## src/rtl/atn_ind_pkg.sv

```systemverilog
package atn_ind_pkg;
   typedef enum logic [1:0] {
      SEL_CAP  = 2'd0,
      SEL_CTRL = 2'd1,
      SEL_STAT = 2'd2,
      SEL_NONE = 2'd3
   } reg_sel_e;

   typedef enum logic [1:0] {
      IND_RSVD  = 2'b00,
      IND_ON    = 2'b01,
      IND_BLINK = 2'b10,
      IND_OFF   = 2'b11
   } ind_code_e;

   localparam int CAP_PRESENT_BIT = 3;
   localparam int CTRL_CODE_LSB   = 6;
   localparam int CTRL_CCIE_BIT   = 4;
   localparam int CTRL_HPIE_BIT   = 5;
   localparam int STAT_DONE_BIT   = 4;
   localparam int MIN_REG_W       = 8;
endpackage

```

## src/rtl/atn_regs.sv

```systemverilog
module atn_regs
   import atn_ind_pkg::*;
#(
   parameter int REG_W = 8
) (
   input  logic             clk,
   input  logic             rst_n,
   input  logic             wr_en,
   input  logic [1:0]       wr_sel,
   input  logic [REG_W-1:0] wr_data,
   output logic             present,
   output logic             ccie,
   output logic             hpie,
   output ind_code_e        code,
   output logic             cmd_go,
   output logic             blink_go,
   output logic             stat_clr
);
   logic      cap_wr, ctrl_wr;
   ind_code_e new_code;

   assign cap_wr   = wr_en && (reg_sel_e'(wr_sel) == SEL_CAP);
   assign ctrl_wr  = wr_en && (reg_sel_e'(wr_sel) == SEL_CTRL);
   assign new_code = ind_code_e'(wr_data[CTRL_CODE_LSB +: 2]);
   assign cmd_go   = ctrl_wr && (new_code != IND_RSVD);
   assign blink_go = cmd_go && (new_code == IND_BLINK);
   assign stat_clr = wr_en && (reg_sel_e'(wr_sel) == SEL_STAT) && wr_data[STAT_DONE_BIT];

   always_ff @(posedge clk or negedge rst_n) begin
      if (!rst_n) begin
         present <= 1'b0;
         ccie    <= 1'b0;
         hpie    <= 1'b0;
         code    <= IND_OFF;
      end else begin
         if (cap_wr) present <= wr_data[CAP_PRESENT_BIT];
         if (ctrl_wr) begin
            ccie <= wr_data[CTRL_CCIE_BIT];
            hpie <= wr_data[CTRL_HPIE_BIT];
         end
         if (cmd_go) code <= new_code;
      end
   end

   assert_rsvd_keeps_code_R6: assert property (@(posedge clk) disable iff (!rst_n)
      (ctrl_wr && wr_data[CTRL_CODE_LSB +: 2] == 2'b00) |=> $stable(code));
   assert_no_rsvd_code_R3: assert property (@(posedge clk) disable iff (!rst_n)
      code != IND_RSVD);
endmodule

```

## src/rtl/atn_blink.sv

```systemverilog
module atn_blink #(
   parameter int BLINK_DIV = 8
) (
   input  logic clk,
   input  logic rst_n,
   input  logic restart,
   output logic phase
);
   localparam int CNT_W = (BLINK_DIV > 1) ? $clog2(BLINK_DIV) : 1;
   localparam logic [CNT_W-1:0] LAST = CNT_W'(BLINK_DIV - 1);

   logic [CNT_W-1:0] cnt;

   always_ff @(posedge clk or negedge rst_n) begin
      if (!rst_n) begin
         cnt   <= '0;
         phase <= 1'b0;
      end else if (restart) begin
         cnt   <= '0;
         phase <= 1'b0;
      end else if (cnt == LAST) begin
         cnt   <= '0;
         phase <= ~phase;
      end else begin
         cnt <= cnt + 1'b1;
      end
   end

   assert_restart_on_phase_R9: assert property (@(posedge clk) disable iff (!rst_n)
      restart |=> (!phase && cnt == '0));
   assert_phase_flip_at_wrap_R9: assert property (@(posedge clk) disable iff (!rst_n)
      (!restart && cnt == LAST) |=> (phase != $past(phase)));
endmodule

```

## src/rtl/atn_cmpl.sv

```systemverilog
module atn_cmpl (
   input  logic clk,
   input  logic rst_n,
   input  logic cmd_go,
   input  logic stat_clr,
   input  logic gate_ok,
   input  logic irq_mode,
   output logic msg_vld,
   output logic done,
   output logic irq_msi,
   output logic irq_intx
);
   logic irq_q;

   always_ff @(posedge clk or negedge rst_n) begin
      if (!rst_n) begin
         msg_vld <= 1'b0;
         done    <= 1'b0;
         irq_q   <= 1'b0;
      end else begin
         msg_vld <= cmd_go;
         if (msg_vld)       done <= 1'b1;
         else if (stat_clr) done <= 1'b0;
         if (msg_vld && gate_ok) irq_q <= 1'b1;
         else if (stat_clr)      irq_q <= 1'b0;
      end
   end

   assign irq_msi  = irq_q && irq_mode;
   assign irq_intx = irq_q && !irq_mode;

   assert_done_follows_msg_R5: assert property (@(posedge clk) disable iff (!rst_n)
      msg_vld |=> done);
   assert_msg_follows_cmd_R4: assert property (@(posedge clk) disable iff (!rst_n)
      cmd_go |=> msg_vld);
   assert_irq_needs_done_R7: assert property (@(posedge clk) disable iff (!rst_n)
      irq_q |-> done);
   assert_irq_exclusive_R8: assert property (@(posedge clk) disable iff (!rst_n)
      $onehot0({irq_msi, irq_intx}));
endmodule

```

## src/rtl/atn_ind_ctrl.sv

```systemverilog
module atn_ind_ctrl
   import atn_ind_pkg::*;
#(
   parameter int REG_W     = 8,
   parameter int BLINK_DIV = 8,
   parameter bit LED_REG   = 1'b0
) (
   input  logic             clk,
   input  logic             rst_n,
   input  logic             wr_en,
   input  logic [1:0]       wr_sel,
   input  logic [REG_W-1:0] wr_data,
   input  logic             irq_mode,
   output logic             atn_led_n,
   output logic             ind_msg_vld,
   output logic [1:0]       ind_msg_state,
   output logic             cmd_done,
   output logic             irq_msi,
   output logic             irq_intx
);
   generate
      if (REG_W < MIN_REG_W) begin : g_bad_reg_w
         $error("atn_ind_ctrl: REG_W must be at least 8");
      end
      if (BLINK_DIV < 2) begin : g_bad_div
         $error("atn_ind_ctrl: BLINK_DIV must be at least 2");
      end
   endgenerate

   logic      present, ccie, hpie, cmd_go, blink_go, stat_clr, phase;
   logic      led_n_next;
   ind_code_e code;

   atn_regs #(.REG_W(REG_W)) u_regs (
      .clk(clk), .rst_n(rst_n), .wr_en(wr_en), .wr_sel(wr_sel), .wr_data(wr_data),
      .present(present), .ccie(ccie), .hpie(hpie), .code(code),
      .cmd_go(cmd_go), .blink_go(blink_go), .stat_clr(stat_clr)
   );

   atn_blink #(.BLINK_DIV(BLINK_DIV)) u_blink (
      .clk(clk), .rst_n(rst_n), .restart(blink_go), .phase(phase)
   );

   atn_cmpl u_cmpl (
      .clk(clk), .rst_n(rst_n), .cmd_go(cmd_go), .stat_clr(stat_clr),
      .gate_ok(present && ccie && hpie), .irq_mode(irq_mode),
      .msg_vld(ind_msg_vld), .done(cmd_done), .irq_msi(irq_msi), .irq_intx(irq_intx)
   );

   always_comb begin
      if (!present) begin
         led_n_next = 1'b1;
      end else begin
         unique case (code)
            IND_ON:    led_n_next = 1'b0;
            IND_BLINK: led_n_next = phase;
            default:   led_n_next = 1'b1;
         endcase
      end
   end

   generate
      if (LED_REG) begin : g_led_flop
         logic led_q;
         always_ff @(posedge clk or negedge rst_n) begin
            if (!rst_n) led_q <= 1'b1;
            else        led_q <= led_n_next;
         end
         assign atn_led_n = led_q;
         assert_led_off_absent_R2: assert property (@(posedge clk) disable iff (!rst_n)
            !present |=> atn_led_n);
      end else begin : g_led_comb
         assign atn_led_n = led_n_next;
         assert_led_off_absent_R2: assert property (@(posedge clk) disable iff (!rst_n)
            !present |-> atn_led_n);
      end
   endgenerate

   assign ind_msg_state = code;
endmodule

```

## config.mk

```make
export PLATFORM = sky130hd
export DESIGN_NAME = atn_ind_ctrl
export DESIGN_NICKNAME = d
export VERILOG_FILES = /design/src/rtl/atn_ind_pkg.sv /design/src/rtl/atn_regs.sv /design/src/rtl/atn_blink.sv /design/src/rtl/atn_cmpl.sv /design/src/rtl/atn_ind_ctrl.sv
export SDC_FILE = /design/constraint.sdc
export NUM_CORES = 1
export LEC_CHECK = 0
export BUFFER_PORTS_ARGS = -buffer_cell sky130_fd_sc_hd__buf_2
export CAP_MARGIN = 40
export CORE_MARGIN = 2
export CORE_UTILIZATION = 40
export DETAILED_ROUTE_END_ITERATION = 8
export PLACE_DENSITY_LB_ADDON = 0.05
export SLEW_MARGIN = 40
export SYNTH_ARGS = -nofsm -noshare
export SYNTH_HDL_FRONTEND = slang
export SYNTH_SLANG_ARGS = --single-unit
```

## constraint.sdc

```tcl
create_clock -name clk -period 1.3 [get_ports clk]
set_clock_uncertainty 0.15 [all_clocks]
set_input_delay 0.065 -clock clk [delete_from_list [all_inputs] [get_ports clk]]
set_output_delay 0.065 -clock clk [all_outputs]
set_load 0.02 [all_outputs]
```

Word level (Yosys, flattened, before mapping)
Cells that the tools add are included.

Register bits: 12. Word-level logic and storage cells: 43. Output and inout bits: 7.

Bitwise gates (word level): 1. Equality and inequality tests: 6. Add/sub/neg operators: 1. Reductions and logical operators: 17. Muxes and demuxes: 9.

Operators with widths (count): logical AND 1 bit (11); nonzero test 2 bit (4); == test 2 bit, second input constant (3); 2-to-1 mux 1 bit (6); 2-to-1 mux 3 bit (2); == test 2 x 1 -> 1 bit, second input constant (2); adder 3 x 1 -> 3 bit, second input constant (1); == test 3 bit, second input constant (1); zero test 2 bit (1); one-hot mux 1 bit (2 select lines) (1); zero test 1 bit (1); NOT 1 bit (1).

Logic depth before layout (Yosys ltp)
Depth in word-level cells: 5. Gate-level depth with buffers: 4.

Hierarchy
From an unflattened synthesis, not the netlist that was laid out.

Cells, all modules: 42. Area, all modules: 550.5 sq um.

By module, submodules not included: atn_regs (times used 1, area an instance 256.5 sq um, cells an instance 19); atn_blink (times used 1, area an instance 155.1 sq um, cells an instance 11); atn_cmpl (times used 1, area an instance 108.9 sq um, cells an instance 8); atn_ind_ctrl (times used 1, area an instance 30.0 sq um, cells an instance 4).

Worst setup path after synthesis
Ideal clock, no wire load.

Path type: register -> output. Start: register u_regs.code[0]. End: output atn_led_n. Buffers on the path: 0. Required time: 1.085 ns. Cell stages (with the launch flop): 3. Arrival time: 1.141 ns. Slack: -0.056 ns. Cells stage by stage: dfstp_2 -> nor3b_1 -> o21ai_0.

Word-level cells in the longest chain between the ends: 3. Elaborated cells between the ends (all ways): 4. Classes of those cells: eq/ne (2); mux (2).

RTL lines: from (decl) (RTL line atn_regs.sv:14) `output ind_code_e code,`; from (signal assigned) (RTL line atn_regs.sv:41) `if (cmd_go) code <= new_code;`; == test 2 bit or == test 2 x 1 -> 1 bit (tied branches) (RTL line atn_ind_ctrl.sv:54) `unique case (code)`; one-hot mux 1 bit (2 select lines) (*) (RTL line atn_ind_ctrl.sv:54); 2-to-1 mux 1 bit (*) (RTL line atn_ind_ctrl.sv:51) `if (!present) begin`; to (decl) (RTL line atn_ind_ctrl.sv:14) `output logic atn_led_n,`.

Every way passes the cells marked *; elsewhere a longest branch is shown, timed or not.

Worst setup path after layout
Start: register u_regs.code[1]. End: output atn_led_n.

The elaborated chain is that of the path after synthesis.

==> results.md <==
* Status: finished with violations
* Violated checks: negative setup slack
* Worst-Margin Slew at around 260 ps
* First-pass GRT wire length at between 1500 and 2000 um
* Area of the mapped netlist at between 500 and 600 um^2
* I/O pin cnt at 21
* Pwr Total at roughly 1.2 mW
* Top Family by Delay on Critical Path: flip-flops
* Chip width at 40.4 um
* Fin crit share at 109%
* Mapped Cells at between 40 and 50
* Setup WS pre-CTS at between 15 and 20 ps
* Largest stage delay, worst path at between 500 and 600 ps
* Total wire length at roughly 1100 um
* Fin crit period at 1410 ps
* Synth unique cells at 21
* Pins over their slew limit at 0
* Drt pass-1 iters at 3
* Via count at between 400 and 500
* Final setup viols at 1
* Total global-route track usage at ~17%
* CTS HTree Levels at 1
* Pin count of the biggest net entering global routing at 13
* CP Launch Type: flip-flop
* Remaining global-route overflow at 0
* Core area at 1270 um^2
* FILL cells at 110
* Initial Util at around two fifths
* Antenna cells at 0
* RSZ-0062 raised after global routing: yes
* Vias per inst at 4.92
* Critical Path End Type: output port
* Number of hold violations in the final report at 0
* Num CTS Buffers at 3
* Max IR drop VDD at 0.000799 V
* DIE AREA at around 1600 um^2
* Clock Sinks at 12
* Die height at around 40 um
* Worst slew margin at 82.6%
* Finished Layout Cells at 88
* CTS tree: built
* CP cell instances: nor3b_2 > o21ai_1 > buf_4
* Longest Clk Path Bufs at 2
* CTS clk-pin slew, worst paths at 80 ps
* Ys async rst share at 100%
* Site row count at 13
* TNS Setup at -114 ps
* Initial drt markers at 3
* Max Fanout on Critical Path at 4
* Share of cells above drive strength 1 at slightly above 40%
* Finished Cell Area at between 700 and 800 um^2
* Post-route ant nets at 0
* Hold/Removal Path Class: in -> reg
* Clk_lat worst skew at approximately 270 ps
* Layout Nets at 90
* Seq/Total Area, Yosys at between 50% and 60%
* Syn Area/Cell at around 13 um^2
* Dpl hpwl at about 730 um
* Routed WL per cell at around 13 um
* CP arrival at roughly 1200 ps
* Cells after DPL at between 70 and 80
* Placed inst area at 633 um^2
* Commonest non-fill, non-tap cell in the layout: buf_2
* Number of global-route vias before repair at 430
* FF+latch count, synth at 12
* Synth Flop Type: dfrtp_1
* Max-cap violation count at 0
* Area growth from synthesis to layout at 47.3%
* Worst EP required at ~1100 ps
* Warnings from Yosys at 0
* CP bufs+invs at 1
* Remaining DRCs at 0
* Setup slack after layout at -114 ps
* Port Buffers at 17
* Syn nets at 58
* Power per standard cell area at 1540 nW/um^2
* GP Congestion at around 0.7
* Initial antenna violation count at 0
* Worst path slowest cell: dfstp_2
* Leakage at about 0.37 nW
* CTS Root Buffer Type: clkbuf_4
* Number of synthesized flops with an enable pin at 0
* Most frequent cells in the layout: buf_2, dfrtp_1, dlygate4sd3_1
* Maximum clock frequency at 707 MHz
* Setup CP Type: reg -> out
path summary, 6_finish.rpt:
kind / to / start / cells after the start / slack, ps
setup / recovery: atn_led_n / u_regs.code[1] / 3 / -110
max in group asynchronous: u_regs.code[0] / rst_n / 2 / 690
min in group asynchronous: u_regs.present / rst_n / 2 / 40
setup reg to reg: u_blink.cnt[2] / u_blink.cnt[0] / 3 / 60
hold / removal: u_cmpl.msg_vld / wr_sel[0] / 3 / 10
hold reg to reg: u_blink.cnt[0] / u_blink.cnt[0] / 1 / 310
cell families (layout without fill, tap and decap cells):
logic type	after synthesis	count (layout)	share of synthesized area, %
and+or+nand+nor	13	13	16.1
DFF	12	12	57.2
AOI/OAI and AO/OA	9	9	12.5
muxes	3	3	6.38
adders and majority gates	2	2	4.73
buffers and inverters	2	33	1.42
xor gates and xnor gates	1	1	1.66
flip-flops by register name (all words and copies together) (netlist names):
signal / count
u_blink.cnt: 3
u_regs.code: 2
u_blink.phase: 1
u_cmpl.done: 1
u_cmpl.irq_q: 1
u_cmpl.msg_vld: 1
u_regs.ccie: 1
u_regs.hpie: 1
u_regs.present: 1
per-stage QoR:
stage / utilization (%) / hold WS, ps
5_1_grt: 61.4 / 31.8
2_1_floorplan: - / -381
4_1_cts: 61.0 / 5.85
3_3_place_gp: 49.9 / -194
6_report: 61.4 / 11.2
3_5_place_dp: 49.9 / -194
metal layers:
layer	track usage [%]	vias up	share of wire, %
li1	-	214	-
met1	19.1	204	44
met2	29.8	11	50
met3	5.00	4	3.9
met4	7.50	0	2.1
met5	0	-	0
worst register-to-register path, delay by kind of cell, from the launching register on:
kind / cells / cell delay [ps]
adders and majority gates: 2 / 490
DFF: 1 / 400
AOI/OAI and AO/OA: 1 / 140
synth_stat cells (2+ instances only):
cell / count / share of area [%]
dfrtp_1: 10 / 47
a21boi_0: 2 / 2.8
a21o_1: 2 / 2.8
dfstp_2: 2 / 9.9
ha_1: 2 / 4.7
inv_1: 2 / 1.4
mux2_1: 2 / 4.3
nand2_1: 2 / 1.4
nand4b_1: 2 / 3.3
nor2_1: 2 / 1.4
nor2b_1: 2 / 2.4
nor3b_1: 2 / 2.8
o21ai_0: 2 / 1.9
area by class of cell:
class / instances / area, um^2 / area share [%]
Clock buffer: 4 / 36.3 / 4.65
Timing Repair Buffer: 27 / 185 / 23.8
Inverter: 2 / 7.51 / 0.963
Sequential cell: 12 / 303 / 38.8
Tap cell: 15 / 18.8 / 2.41
Multi-Input combinational cell: 28 / 229 / 29.4
where the power goes:
part,internal [mW],switching [mW],total (mW),leakage (nW)
sequential,0.492,0.0648,0.557,0.143
combinational,0.193,0.152,0.345,0.205
clock,0.170,0.125,0.295,0.0210
what timing repair did:
item                       CTS  global route
hold buffers                 9             0
pin swaps                    1             1
gates resized for setup      2             3
buffers inserted             1             0
setup endpoints to repair    1             3
hold endpoints to repair    19             0
No activity file was read; power rests on OpenSTA's default activity.
